===== src/rtl/asram_ctrl_pkg.sv =====
package asram_ctrl_pkg;

  typedef struct packed {
    logic ceN;
    logic weN;
    logic doe;
  } pins_t;

  typedef struct packed {
    logic  loadReq;
    logic  capture;
    pins_t pins;
  } ctl_strobe_t;

  typedef enum logic [2:0] {
    ST_IDLE,
    ST_READ,
    ST_TURN,
    ST_WLEAD,
    ST_WDRIVE
  } ctl_state_t;

  localparam pins_t PINS_STANDBY = '{ceN: 1'b1, weN: 1'b1, doe: 1'b0};

endpackage


===== src/rtl/asram_ctrl_fsm.sv =====
module asram_ctrl_fsm
  import asram_ctrl_pkg::*;
#(
  parameter int ACCESS_CYC = 1,
  parameter int STROBE_CYC = 1,
  parameter int SETUP_CYC  = 1,
  parameter int TURN_CYC   = 1,
  parameter bit CE_MODE    = 1'b0
) (
  input  logic        clk,
  input  logic        rst_n,
  input  logic        req,
  input  logic        rw,
  output logic        ready,
  output ctl_strobe_t stb
);

  localparam int WeDriveA = (STROBE_CYC > TURN_CYC) ? STROBE_CYC - TURN_CYC : 1;
  localparam int WeDrive  = (SETUP_CYC > WeDriveA) ? SETUP_CYC : WeDriveA;
  localparam int CeDriveA = (STROBE_CYC > 1) ? STROBE_CYC : 1;
  localparam int CeDrive  = (SETUP_CYC - 1 > CeDriveA) ? SETUP_CYC - 1 : CeDriveA;
  localparam int LeadCyc  = CE_MODE ? 1 : TURN_CYC;
  localparam int DriveCyc = CE_MODE ? CeDrive : WeDrive;
  localparam int MaxA     = (ACCESS_CYC > TURN_CYC) ? ACCESS_CYC : TURN_CYC;
  localparam int MaxB     = (LeadCyc > DriveCyc) ? LeadCyc : DriveCyc;
  localparam int MaxCyc   = (MaxA > MaxB) ? MaxA : MaxB;
  localparam int CntW     = $clog2(MaxCyc + 1);

  pins_t leadPins;

  generate
    if (CE_MODE) begin : g_ce_strobe
      assign leadPins = '{ceN: 1'b1, weN: 1'b0, doe: 1'b1};
    end else begin : g_we_strobe
      assign leadPins = '{ceN: 1'b0, weN: 1'b0, doe: 1'b0};
    end
  endgenerate

  ctl_state_t      state, stateNext;
  logic [CntW-1:0] cnt, cntNext;
  pins_t           pinsQ, pinsNext;
  logic            loadReq, capture;

  always_comb begin
    stateNext = state;
    cntNext   = cnt;
    loadReq   = 1'b0;
    capture   = 1'b0;
    case (state)
      ST_IDLE: begin
        if (req) begin
          loadReq = 1'b1;
          if (rw) begin
            stateNext = ST_WLEAD;
            cntNext   = CntW'(LeadCyc - 1);
          end else begin
            stateNext = ST_READ;
            cntNext   = CntW'(ACCESS_CYC - 1);
          end
        end
      end
      ST_READ: begin
        if (cnt == '0) begin
          capture   = 1'b1;
          stateNext = ST_TURN;
          cntNext   = CntW'(TURN_CYC - 1);
        end else begin
          cntNext = cnt - 1'b1;
        end
      end
      ST_TURN: begin
        if (cnt == '0) stateNext = ST_IDLE;
        else           cntNext   = cnt - 1'b1;
      end
      ST_WLEAD: begin
        if (cnt == '0) begin
          stateNext = ST_WDRIVE;
          cntNext   = CntW'(DriveCyc - 1);
        end else begin
          cntNext = cnt - 1'b1;
        end
      end
      ST_WDRIVE: begin
        if (cnt == '0) stateNext = ST_IDLE;
        else           cntNext   = cnt - 1'b1;
      end
      default: stateNext = ST_IDLE;
    endcase
  end

  // Pin levels follow the state being entered, from registers only.
  always_comb begin
    case (stateNext)
      ST_READ:   pinsNext = '{ceN: 1'b0, weN: 1'b1, doe: 1'b0};
      ST_WLEAD:  pinsNext = leadPins;
      ST_WDRIVE: pinsNext = '{ceN: 1'b0, weN: 1'b0, doe: 1'b1};
      default:   pinsNext = PINS_STANDBY;
    endcase
  end

  always_ff @(posedge clk or negedge rst_n) begin
    if (!rst_n) begin
      state <= ST_IDLE;
      cnt   <= '0;
      pinsQ <= PINS_STANDBY;
    end else begin
      state <= stateNext;
      cnt   <= cntNext;
      pinsQ <= pinsNext;
    end
  end

  assign ready       = (state == ST_IDLE);
  assign stb.loadReq = loadReq;
  assign stb.capture = capture;
  assign stb.pins    = pinsQ;

endmodule


===== src/rtl/asram_ctrl_dp.sv =====
module asram_ctrl_dp
  import asram_ctrl_pkg::*;
#(
  parameter int ADDR_W = 10,
  parameter int DATA_W = 4
) (
  input  logic              clk,
  input  logic              rst_n,
  input  ctl_strobe_t       stb,
  input  logic [ADDR_W-1:0] addr,
  input  logic [DATA_W-1:0] wdata,
  input  logic [DATA_W-1:0] memDin,
  output logic [ADDR_W-1:0] memAddr,
  output logic [DATA_W-1:0] memDout,
  output logic [DATA_W-1:0] rdata,
  output logic              rdataValid
);

  logic [ADDR_W-1:0] addrQ;
  logic [DATA_W-1:0] dataQ;
  logic [DATA_W-1:0] rdataQ;
  logic              validQ;

  always_ff @(posedge clk or negedge rst_n) begin
    if (!rst_n) begin
      addrQ  <= '0;
      dataQ  <= '0;
      rdataQ <= '0;
      validQ <= 1'b0;
    end else begin
      if (stb.loadReq) begin
        addrQ <= addr;
        dataQ <= wdata;
      end
      if (stb.capture) rdataQ <= memDin;
      validQ <= stb.capture;
    end
  end

  assign memAddr    = addrQ;
  assign memDout    = dataQ;
  assign rdata      = rdataQ;
  assign rdataValid = validQ;

endmodule


===== src/rtl/asram_ctrl.sv =====
module asram_ctrl
  import asram_ctrl_pkg::*;
#(
  parameter int ADDR_W     = 10,
  parameter int DATA_W     = 4,
  parameter int ACCESS_CYC = 1,
  parameter int STROBE_CYC = 1,
  parameter int SETUP_CYC  = 1,
  parameter int TURN_CYC   = 1,
  parameter bit CE_MODE    = 1'b0
) (
  input  logic              clk,
  input  logic              rst_n,
  input  logic              req,
  input  logic              rw,
  input  logic [ADDR_W-1:0] addr,
  input  logic [DATA_W-1:0] wdata,
  output logic              ready,
  output logic [DATA_W-1:0] rdata,
  output logic              rdataValid,
  output logic [ADDR_W-1:0] memAddr,
  output logic              memCeN,
  output logic              memWeN,
  output logic              memDoe,
  output logic [DATA_W-1:0] memDout,
  input  logic [DATA_W-1:0] memDin
);

  ctl_strobe_t stb;

  asram_ctrl_fsm #(
    .ACCESS_CYC(ACCESS_CYC),
    .STROBE_CYC(STROBE_CYC),
    .SETUP_CYC (SETUP_CYC),
    .TURN_CYC  (TURN_CYC),
    .CE_MODE   (CE_MODE)
  ) fsm_i (
    .clk  (clk),
    .rst_n(rst_n),
    .req  (req),
    .rw   (rw),
    .ready(ready),
    .stb  (stb)
  );

  asram_ctrl_dp #(
    .ADDR_W(ADDR_W),
    .DATA_W(DATA_W)
  ) dp_i (
    .clk       (clk),
    .rst_n     (rst_n),
    .stb       (stb),
    .addr      (addr),
    .wdata     (wdata),
    .memDin    (memDin),
    .memAddr   (memAddr),
    .memDout   (memDout),
    .rdata     (rdata),
    .rdataValid(rdataValid)
  );

  assign memCeN = stb.pins.ceN;
  assign memWeN = stb.pins.weN;
  assign memDoe = stb.pins.doe;

endmodule


===== config.mk =====
export PLATFORM = sky130hd
export DESIGN_NAME = asram_ctrl
export DESIGN_NICKNAME = d
export VERILOG_FILES = /design/src/rtl/asram_ctrl_pkg.sv /design/src/rtl/asram_ctrl_fsm.sv /design/src/rtl/asram_ctrl_dp.sv /design/src/rtl/asram_ctrl.sv
export SDC_FILE = /design/constraint.sdc
export NUM_CORES = 1
export LEC_CHECK = 0
export ABC_AREA = 1
export BUFFER_PORTS_ARGS = -buffer_cell sky130_fd_sc_hd__buf_2
export CORE_UTILIZATION = 31
export DETAILED_ROUTE_END_ITERATION = 8
export GPL_TIMING_DRIVEN = 0
export PLACE_DENSITY = 0.54
export SETUP_SLACK_MARGIN = 0.5
export SLEW_MARGIN = 0
export SYNTH_ARGS = -nofsm -noshare
export SYNTH_HDL_FRONTEND = slang
export SYNTH_HIERARCHICAL = 1
export SYNTH_SLANG_ARGS = --single-unit

===== constraint.sdc =====
create_clock -name clk -period 2 [get_ports clk]
set_clock_uncertainty 0.15 [all_clocks]
set_input_delay 0.4 -clock clk [delete_from_list [all_inputs] [get_ports clk]]
set_output_delay 0.4 -clock clk [all_outputs]
set_load 0.03 [all_outputs]

==> flow_metrics.tcl, run 1 <==
set metrics [dict create \
    run_status "finished, violations left" \
    violations "design-rule violations" \
    die_w_um 57.8 \
    min-delay-start "memDin[2]" \
    cpPeakStageDelay_ns 0.41 \
    relSlewSlack_pct 62.7 \
    vdd_ir_drop_max_uv 656 \
    clockBufferDepth 2 \
    fin_nets 184 \
    numCtsBuffers 3 \
    p_leak_uw 0.000802 \
    yosysUniqueCellTypes 14 \
    viasPerCell 4.29 \
    hp-class "input port to flip-flop" \
    syn_inst 106 \
    fillerInstances 294 \
    placed_area_mm2 0.00122 \
    grt_use_total_pct 12.9 \
    grt_pass1_vias 792 \
    post-route-period-util_pct 83.3 \
    clk_pin_slew_ns 0.13 \
    hold_ws_ns 0.128 \
    r2r_setup_slack_ns 0.48 \
    synth_top_cell_by_area "dfrtp_1" \
    cts-root-buf "clkbuf_4" \
    drtPass1Iterations 6 \
    cp_num_buf_inv 2 \
    ios 45 \
    grt_start_max_net_pins 26 \
    num_rows 19 \
    synth_seq_cells 25 \
    critPathSlowestCell "dfrtp_1" \
    hpwl_mm 1.37 \
    setup_viol 0 \
    synth_nets 128 \
    initialDrtViolationCount 40 \
    fmax_mhz 600 \
    wl_per_cell_um 10.7 \
    critical_path_arrival_ns 1.12 \
    crit_chain "inv_2 > nand2_4 > nor2_4 > buf_6" \
    area_growth_pct 41.2 \
    syn_area_per_cell_um2 9.10 \
    r2r_cells 9 \
    initial_core_util_pct 33.8 \
    die_area_mm2 0.00334 \
    synth_area_leaders "dfrtp_1 (60%), nand2_1 (23%), dfstp_2 (5.4%), inv_1 (2.7%), buf_4 (2.3%)" \
    drt-total-wl_mm 2.05 \
    grt_pass1_wl_mm 3.24 \
    yosysWarnings 6 \
    critPathLaunchType "flip-flop" \
    synth_top_area_share_pct 59.7 \
    worstHoldPathCells 3 \
    port_buffers 44 \
    overflow 0 \
    final_cell_area_mm2 0.00136 \
    multi_input_area_um2 279 \
    worstPathMaxFanout 2 \
    cp-end-kind "output pin" \
    num_antenna_cells 0 \
    r2r_end "dp_i/memDout[2]$_DFFE_PN0P_" \
    cts_tree "yes" \
    cts.sinks 25 \
    r2r_start "fsm_i/state[1]$_DFF_PN0_" \
    antenna_found_initial 0 \
    clock_latency_ns 0.31 \
    htreeDepth 1 \
    worstMarginPinSlew_ns 0.560 \
    place_congestion 0.680 \
    crit_required_ns 1.45 \
    final_antenna_net_count 0 \
    maxSlewViolCount 0 \
    core_area_mm2 0.00285 \
    drc 4 \
    maxCapViolCount 0 \
    vias 824 \
    ff_latch_area_um2 628 \
    seq_area_frac_synth_pct 65.1 \
    finalSetupTns_ns 0 \
    path_class "flip-flop to output pin" \
    rsz0062_at_grt "yes" \
    crit_family "flip-flops" \
    final_layout_size_suffix_gt1_share_pct 40.4 \
    finalCriticalPeriod_ns 1.67 \
    die_height_um 57.8 \
    min_to "dp_i/rdata[2]$_DFFE_PN0P_" \
    syn_area_um2 965 \
    total_power_uw 2350 \
    power_per_cell_area_mw_per_mm2 1730 \
    hold_violations 0 \
]
-- kinds of logic after synthesis --
| family | synth area share, % |
|---|---|
| buffers and inverters | 7.00 |
| AND/OR/NAND/NOR | 25.9 |
| flip-flops | 65.1 |
| AO/OA/AOI/OAI | 1.94 |
-- cell type report --
type	instances	area share (%)
Sequential cell	25	46.1
Timing Repair Buffer	51	22.9
Tap cell	31	2.85
Multi-Input combinational cell	68	20.5
Clock buffer	4	1.93
Buffer	4	3.31
Inverter	9	2.48
-- report_power, final --
part	leakage, µW	internal, µW	switching, µW
Sequential	0.000310	738	112
Combinational	0.000478	459	825
Clock	0.0000150	77.8	139
-- layout by cell type (no fill, tap or decap) --
cell type / instances
nor2_1: 4
dlygate4sd3_1: 1
nand2_4: 1
clkbuf_16: 1
a21oi_1: 1
dfrtp_1: 23
nand2_1: 58
dfstp_2: 2
o21ai_0: 1
clkbuf_4: 3
inv_1: 6
buf_6: 5
a21oi_2: 1
buf_8: 1
nand3_1: 1
buf_2: 41
clkbuf_1: 1
nor2_4: 1
buf_4: 6
inv_2: 3
-- stage by stage --
step	setup slack [ns]	util [%]	std cells
2_1_floorplan	0.625	-	106
3_3_place_gp	0.583	42.9	181
3_5_place_dp	0.579	42.9	181
4_1_cts	0.330	45.5	188
5_1_grt	0.258	47.8	192
6_report	0.335	47.8	192
-- worst reg2reg max path: stages (launching register included) --
cell	delay [ns]
dfrtp_1	0.41
buf_4	0.15
nor2_1	0.08
nand3_1	0.11
inv_1	0.09
buf_6	0.13
inv_2	0.07
buf_6	0.14
nand2_1	0.06
nand2_1	0.05
-- cell usage after synthesis --
library cell,n
nand2_1,58
dfrtp_1,23
inv_1,7
nor2_1,4
buf_4,3
dfstp_2,2
inv_2,2
a21oi_1,1
a21oi_2,1
buf_6,1
nand2_2,1
nand3_1,1
nor2_2,1
o21ai_0,1
-- what timing repair did --
item                                   4_1_cts  5_1_grt
pin swaps                                    0        2
endpoints found under the hold margin       23        0
setup endpoints to repair                    3       14
buffers inserted                             2        3
resized for setup                            8        4
hold buffers                                 1        0
gates cloned                                 0        1
-- how the worst max path moves through the flow --
stage	from	end	slack (ns)	cells after the start
global route	fsm_i/state[2]$_DFF_PN0_	ready	0.26	4
floorplan	fsm_i/state[1]$_DFF_PN0_	ready	0.63	3
CTS	fsm_i/state[1]$_DFF_PN0_	ready	0.33	4
finish	fsm_i/state[1]$_DFF_PN0_	ready	0.33	4
detailed placement	fsm_i/state[1]$_DFF_PN0_	ready	0.58	4
global placement	fsm_i/state[1]$_DFF_PN0_	ready	0.58	4
-- layer usage --
metal | vias to the layer above | wire, µm | global-route usage, %
li1 | 423 | - | -
met2 | 25 | 1020 | 22.4
met4 | 0 | 10 | 6.12
met1 | 374 | 905 | 15.1
met3 | 2 | 118 | 2.90
met5 | - | 0 | 0
-- flip-flops by register name, summed over array words and instances, names as in the netlist --
name / flops
dp_i/memAddr: 10
dp_i/memDout: 4
dp_i/rdata: 4
dp_i/rdataValid: 1
fsm_i/state: 3
fsm_i/stb: 3
No activity file was read; power rests on OpenSTA's default activity.
==> run 2, diff against run 1 <==
Settings changed: PLACE_DENSITY 0.54 to 0.56.
Clock period 2 ns to 1.5 ns, I/O delays scaled along.
==> run 2 against run 1 <==
Net effect: the run ends with design-rule violations, negative hold slack, negative setup slack left; setup slack worse by 0.37 ns; clock power is 32% higher; worst hold slack worse by 0.32 ns; core utilization up 6.7 points; global-route usage up 0.72 points; critical path depth unchanged; die area stayed put; sequential cell count unchanged; combinational power is 69% higher; final cell count is 4.7% higher; sequential power up 41%; sequential share of layout area fell by 5.6 points; critical path type unchanged; critical endpoint unchanged; largest cell class unchanged; largest power group unchanged.
==> flow_metrics.tcl, run 2 (synthesis gave the netlist of run 1 again) <==
set metrics [dict create \
    run_status "finished, violations left" \
    violations "design-rule violations, negative hold slack, negative setup slack" \
    die_area_mm2 0.00334 \
    crit_required_ns 1.05 \
    antenna_found_initial 0 \
    seq_power_share_pct 32.9 \
    num_rows 19 \
    cts_tree "yes" \
    die_w_um 57.8 \
    fillerInstances 281 \
    r2r_setup_slack_ns 0.04 \
    cp-end-kind "output pin" \
    finalSetupTns_ns -0.0329 \
    clockBufferDepth 2 \
    numCtsBuffers 3 \
    wl_per_cell_um 10.3 \
    ios 45 \
    layout_commonest_cell "nand2_1" \
    hp-class "input port to asynchronous set/reset pin" \
    hold_ws_ns -0.190 \
    vias 876 \
    post-route-period-util_pct 102 \
    r2r_cells 9 \
    switching_share_pct 41.8 \
    overflow 0 \
    final_antenna_net_count 0 \
    clk_pin_slew_ns 0.13 \
    cts.sinks 25 \
    drtPass1Iterations 7 \
    area_growth_pct 61.0 \
    htreeDepth 1 \
    hold_violations 23 \
    maxSlewViolCount 0 \
    worstMarginPinSlew_ns 0.552 \
    critPathLaunchType "flip-flop" \
    finalCriticalPeriod_ns 1.53 \
    total_power_uw 3640 \
    final_layout_size_suffix_gt1_share_pct 45.3 \
    combinationalPowerShare_pct 59.3 \
    grt_pass1_vias 873 \
    critical_path_arrival_ns 1.08 \
    initialDrtViolationCount 30 \
    cts-root-buf "clkbuf_4" \
    clock_latency_ns 0.30 \
    initial_core_util_pct 33.8 \
    largest_reg_flops 10 \
    grt_pass1_wl_mm 3.49 \
    core_area_mm2 0.00285 \
    internal-power_uw 2120 \
    port_buffers 44 \
    vdd_ir_drop_max_uv 1030 \
    grt_use_total_pct 13.6 \
    dp.cells 181 \
    relSlewSlack_pct 63.2 \
    maxCapViolCount 0 \
    viasPerCell 4.36 \
    fin_nets 193 \
    drc 4 \
    p_leak_uw 0.000875 \
    final_cell_mix "nand2_1 (58), buf_6 (28), dfrtp_1 (22)" \
    path_class "flip-flop to output pin" \
    drt-total-wl_mm 2.08 \
    grt_start_max_net_pins 26 \
    fmax_mhz 652 \
    final_cells 201 \
    hpwl_mm 1.40 \
    power_per_cell_area_mw_per_mm2 2350 \
    fin_ws_ns -0.0329 \
    num_antenna_cells 0 \
    clkPwrFrac_pct 7.9 \
    place_congestion 0.705 \
    p_switching_uw 1520 \
    rsz0062_at_grt "yes" \
    worstPathMaxFanout 2 \
    die_height_um 57.8 \
    setup_viol 1 \
]
## run 2: cell types whose count changed in the layout (fill, tap and decap cells not counted)
cell / before / now
buf_4: 6 / 14
nor2_2: 0 / 1
clkbuf_16: 1 / 0
nor2_1: 4 / 3
inv_2: 3 / 2
buf_2: 41 / 21
dlygate4sd3_1: 1 / 0
dfrtp_1: 23 / 22
inv_4: 0 / 1
buf_6: 5 / 28
dfrtp_2: 0 / 1
## run 2: power groups by stage
stage	Clock, µW	Combinational, µW	Sequential, µW
detailed placement	0	1500	1150
global route	331	2330	1230
global placement	0	1490	1140
floorplan	0	513	1700
finish	287	2160	1200
CTS	301	2080	1200
## run 2: stage by stage
stage | setup slack, ns | hold WS [ns] | util (%) | instance area, µm²
after floorplan | 0.237 | -0.146 | - | 976
after global placement | 0.136 | 0.171 | 43.3 | 1230
after detailed placement | 0.130 | 0.168 | 43.3 | 1230
after CTS | -0.0649 | -0.175 | 52.9 | 1510
after global routing | -0.103 | -0.170 | 54.4 | 1550
final | -0.0329 | -0.190 | 54.4 | 1550
## run 2: worst paths after layout
check	endpoint	startpoint
setup / recovery	ready	fsm_i/state[1]$_DFF_PN0_
hold / removal	dp_i/memAddr[5]$_DFFE_PN0P_	rst_n
setup reg to reg	dp_i/memDout[1]$_DFFE_PN0P_	fsm_i/state[1]$_DFF_PN0_
hold reg to reg	dp_i/memAddr[1]$_DFFE_PN0P_	dp_i/memAddr[1]$_DFFE_PN0P_
max in group asynchronous	fsm_i/state[0]$_DFF_PN0_	rst_n
min in group clk	dp_i/memAddr[9]$_DFFE_PN0P_	addr[9]
## run 2: worst max-delay path, stage by stage (launching register included)
cell	delay, ns
dfrtp_1	0.41
inv_2	0.09
nand2_4	0.06
nor2_4	0.09
buf_6	0.13
## run 2: metal layers
| metal | track usage (%) | vias up | routed length (µm) |
|---|---|---|---|
| li1 | - | 442 | - |
| met1 | 15.6 | 404 | 890 |
| met2 | 25.2 | 28 | 1040 |
| met3 | 2.46 | 2 | 131 |
| met4 | 5.10 | 0 | 10 |
| met5 | 0 | - | 0 |
## run 2: final cells by class
cell class / count / area (µm²) / area share (%)
Clock buffer: 4 / 26.3 / 1.69
Tap cell: 31 / 38.8 / 2.50
Multi-Input combinational cell: 68 / 282 / 18.1
Inverter: 9 / 36.3 / 2.34
Timing Repair Buffer: 60 / 495 / 31.9
Buffer: 4 / 45.0 / 2.90
Sequential cell: 25 / 629 / 40.5
## run 2: what timing repair did
item	CTS	global route
resized for setup	52	4
endpoints found under the setup margin	44	46
setup buffers	11	4
cloned	1	0
pin swaps	1	2
hold endpoints to repair	23	23
==> run 3, diff against run 2 <==
Settings changed: CORE_UTILIZATION 31 to 40, PLACE_DENSITY 0.56 to 0.7, SKIP_CTS_REPAIR_TIMING set to 1, SKIP_LAST_GASP set to 1.
==> run 3 against run 2 <==
Net effect: power up 0.38%; register-to-register slack worse by 0.06 ns; largest cell class unchanged; non-clock buffer count down 2; die area is 22% lower; combinational power is essentially flat; via count fell by 1.0%; first-iteration DRC count is 33% lower; sequential share of layout area up 0.083 points; fmax shrank 5.7%; the flow finishes with violations (negative hold slack, negative setup slack); setup slack worse by 0.092 ns; core utilization increased by 15 points.
==> flow_metrics.tcl, run 3 (synthesis gave the netlist of run 1 again) <==
set metrics [dict create \
    run_status "finished, violations left" \
    violations "negative hold slack, negative setup slack" \
    die_height_um 51.1 \
    initial_core_util_pct 43.2 \
    maxCapViolCount 0 \
    fmax_mhz 615 \
    met1_usage_pct 19.8 \
    vdd_ir_drop_max_uv 1290 \
    grt_pass1_wl_mm 3.17 \
    relSlewSlack_pct 64.2 \
    hold_ws_ns -0.192 \
    drc 0 \
    finalSetupTns_ns -0.241 \
    critical_path_arrival_ns 1.17 \
    fin_nets 191 \
    critPathLaunchType "flip-flop" \
    p_leak_uw 0.000872 \
    core_area_mm2 0.00223 \
    total_power_uw 3660 \
    largest_reg_flops 10 \
    final_cell_area_mm2 0.00155 \
    clockBufferDepth 2 \
    rsz0062_at_grt "yes" \
    clock_latency_ns 0.30 \
    cts.sinks 25 \
    htreeDepth 1 \
    vias 867 \
    drtPass1Iterations 4 \
    clk_pin_slew_ns 0.12 \
    use_met2_pct 28.3 \
    area_growth_pct 60.3 \
    numCtsBuffers 3 \
    grt_pass1_vias 769 \
    worstPathMaxFanout 4 \
    path_class "flip-flop to output pin" \
    final_antenna_net_count 0 \
    viasPerCell 4.42 \
    layout_commonest_cell "nand2_1" \
    post-route-period-util_pct 108 \
    num_rows 17 \
    wl_per_cell_um 11.2 \
    drt-total-wl_mm 2.19 \
    antenna_found_initial 0 \
    die_area_mm2 0.00261 \
    hpwl_mm 1.44 \
    initialDrtViolationCount 20 \
    hold_violations 23 \
    maxSlewViolCount 0 \
    crit_required_ns 1.05 \
    die_w_um 51.1 \
    cts_tree "yes" \
    hp-class "input port to asynchronous set/reset pin" \
    grt_start_max_net_pins 26 \
    ios 45 \
    num_antenna_cells 0 \
    cpPeakStageDelay_ns 0.43 \
    placed_area_mm2 0.00123 \
    worstMarginPinSlew_ns 0.537 \
    use_met3_pct 3.27 \
    cts-root-buf "clkbuf_4" \
    port_buffers 44 \
    setup_viol 11 \
    post-place-ws_ns 0.136 \
    postLayoutCoreUtil_pct 69.2 \
    cp-end-kind "output pin" \
    power_per_cell_area_mw_per_mm2 2360 \
    r2r_setup_slack_ns -0.02 \
    cp_num_buf_inv 2 \
    gr-max-usage-layer "met2" \
    fin_ws_ns -0.125 \
    crit_chain "inv_2 > nand2_4 > nor2_4 > buf_6" \
    place_congestion 0.682 \
    overflow 0 \
    final_layout_size_suffix_gt1_share_pct 45.8 \
    final_cell_mix "nand2_1 (58), buf_6 (25), dfrtp_1 (23)" \
    grt_use_total_pct 16.8 \
    crit_family "flip-flops" \
    critPathSlowestCell "dfrtp_1" \
    finalCriticalPeriod_ns 1.62 \
]
==> run 3: worst reg2reg max path, cell delays in order, from the launching register on <==
cell	delay, ns
dfrtp_1	0.43
buf_4	0.15
nor2_2	0.08
nand3_2	0.11
inv_2	0.07
buf_6	0.13
inv_4	0.05
buf_6	0.13
nand2_1	0.07
nand2_1	0.05
==> run 3: final timing paths <==
| kind | cells past startpoint | endpoint | startpoint |
|---|---|---|---|
| max in group asynchronous | 1 | fsm_i/stb[2]$_DFF_PN1_ | rst_n |
| worst min register to register | 2 | dp_i/memDout[3]$_DFFE_PN0P_ | dp_i/memDout[3]$_DFFE_PN0P_ |
| worst max-delay path | 4 | ready | fsm_i/state[1]$_DFF_PN0_ |
| worst min-delay path | 1 | dp_i/memAddr[5]$_DFFE_PN0P_ | rst_n |
| worst max register to register | 9 | dp_i/memAddr[8]$_DFFE_PN0P_ | fsm_i/state[1]$_DFF_PN0_ |
| min in group clk | 3 | dp_i/rdata[2]$_DFFE_PN0P_ | memDin[2] |
==> run 3: routing by layer <==
layer	part of all wire [%]	vias up
met5	0	-
met4	1.4	0
met3	4.6	4
met2	54	25
met1	40	404
li1	-	434
==> run 3: power by group <==
part           internal (µW)  leakage [µW]  switching, µW
clock                    104     0.0000150            179
sequential               987      0.000310            218
combinational           1010      0.000547           1160
total                   2100      0.000872           1550
==> run 3: metrics by stage <==
step           std cells  hold slack [ns]
5_1_grt              196           -0.176
6_report             196           -0.192
4_1_cts              182           -0.187
3_3_place_gp         178            0.162
3_5_place_dp         178            0.165
2_1_floorplan        106           -0.146
==> run 3: cell type report <==
type,instances,area (µm²)
tap,28,35.0
multi-input combinational,68,289
inverter,9,36.3
sequential,25,628
buffer,4,45.0
clock buffer,4,26.3
timing repair buffer,58,487
fill,163,687
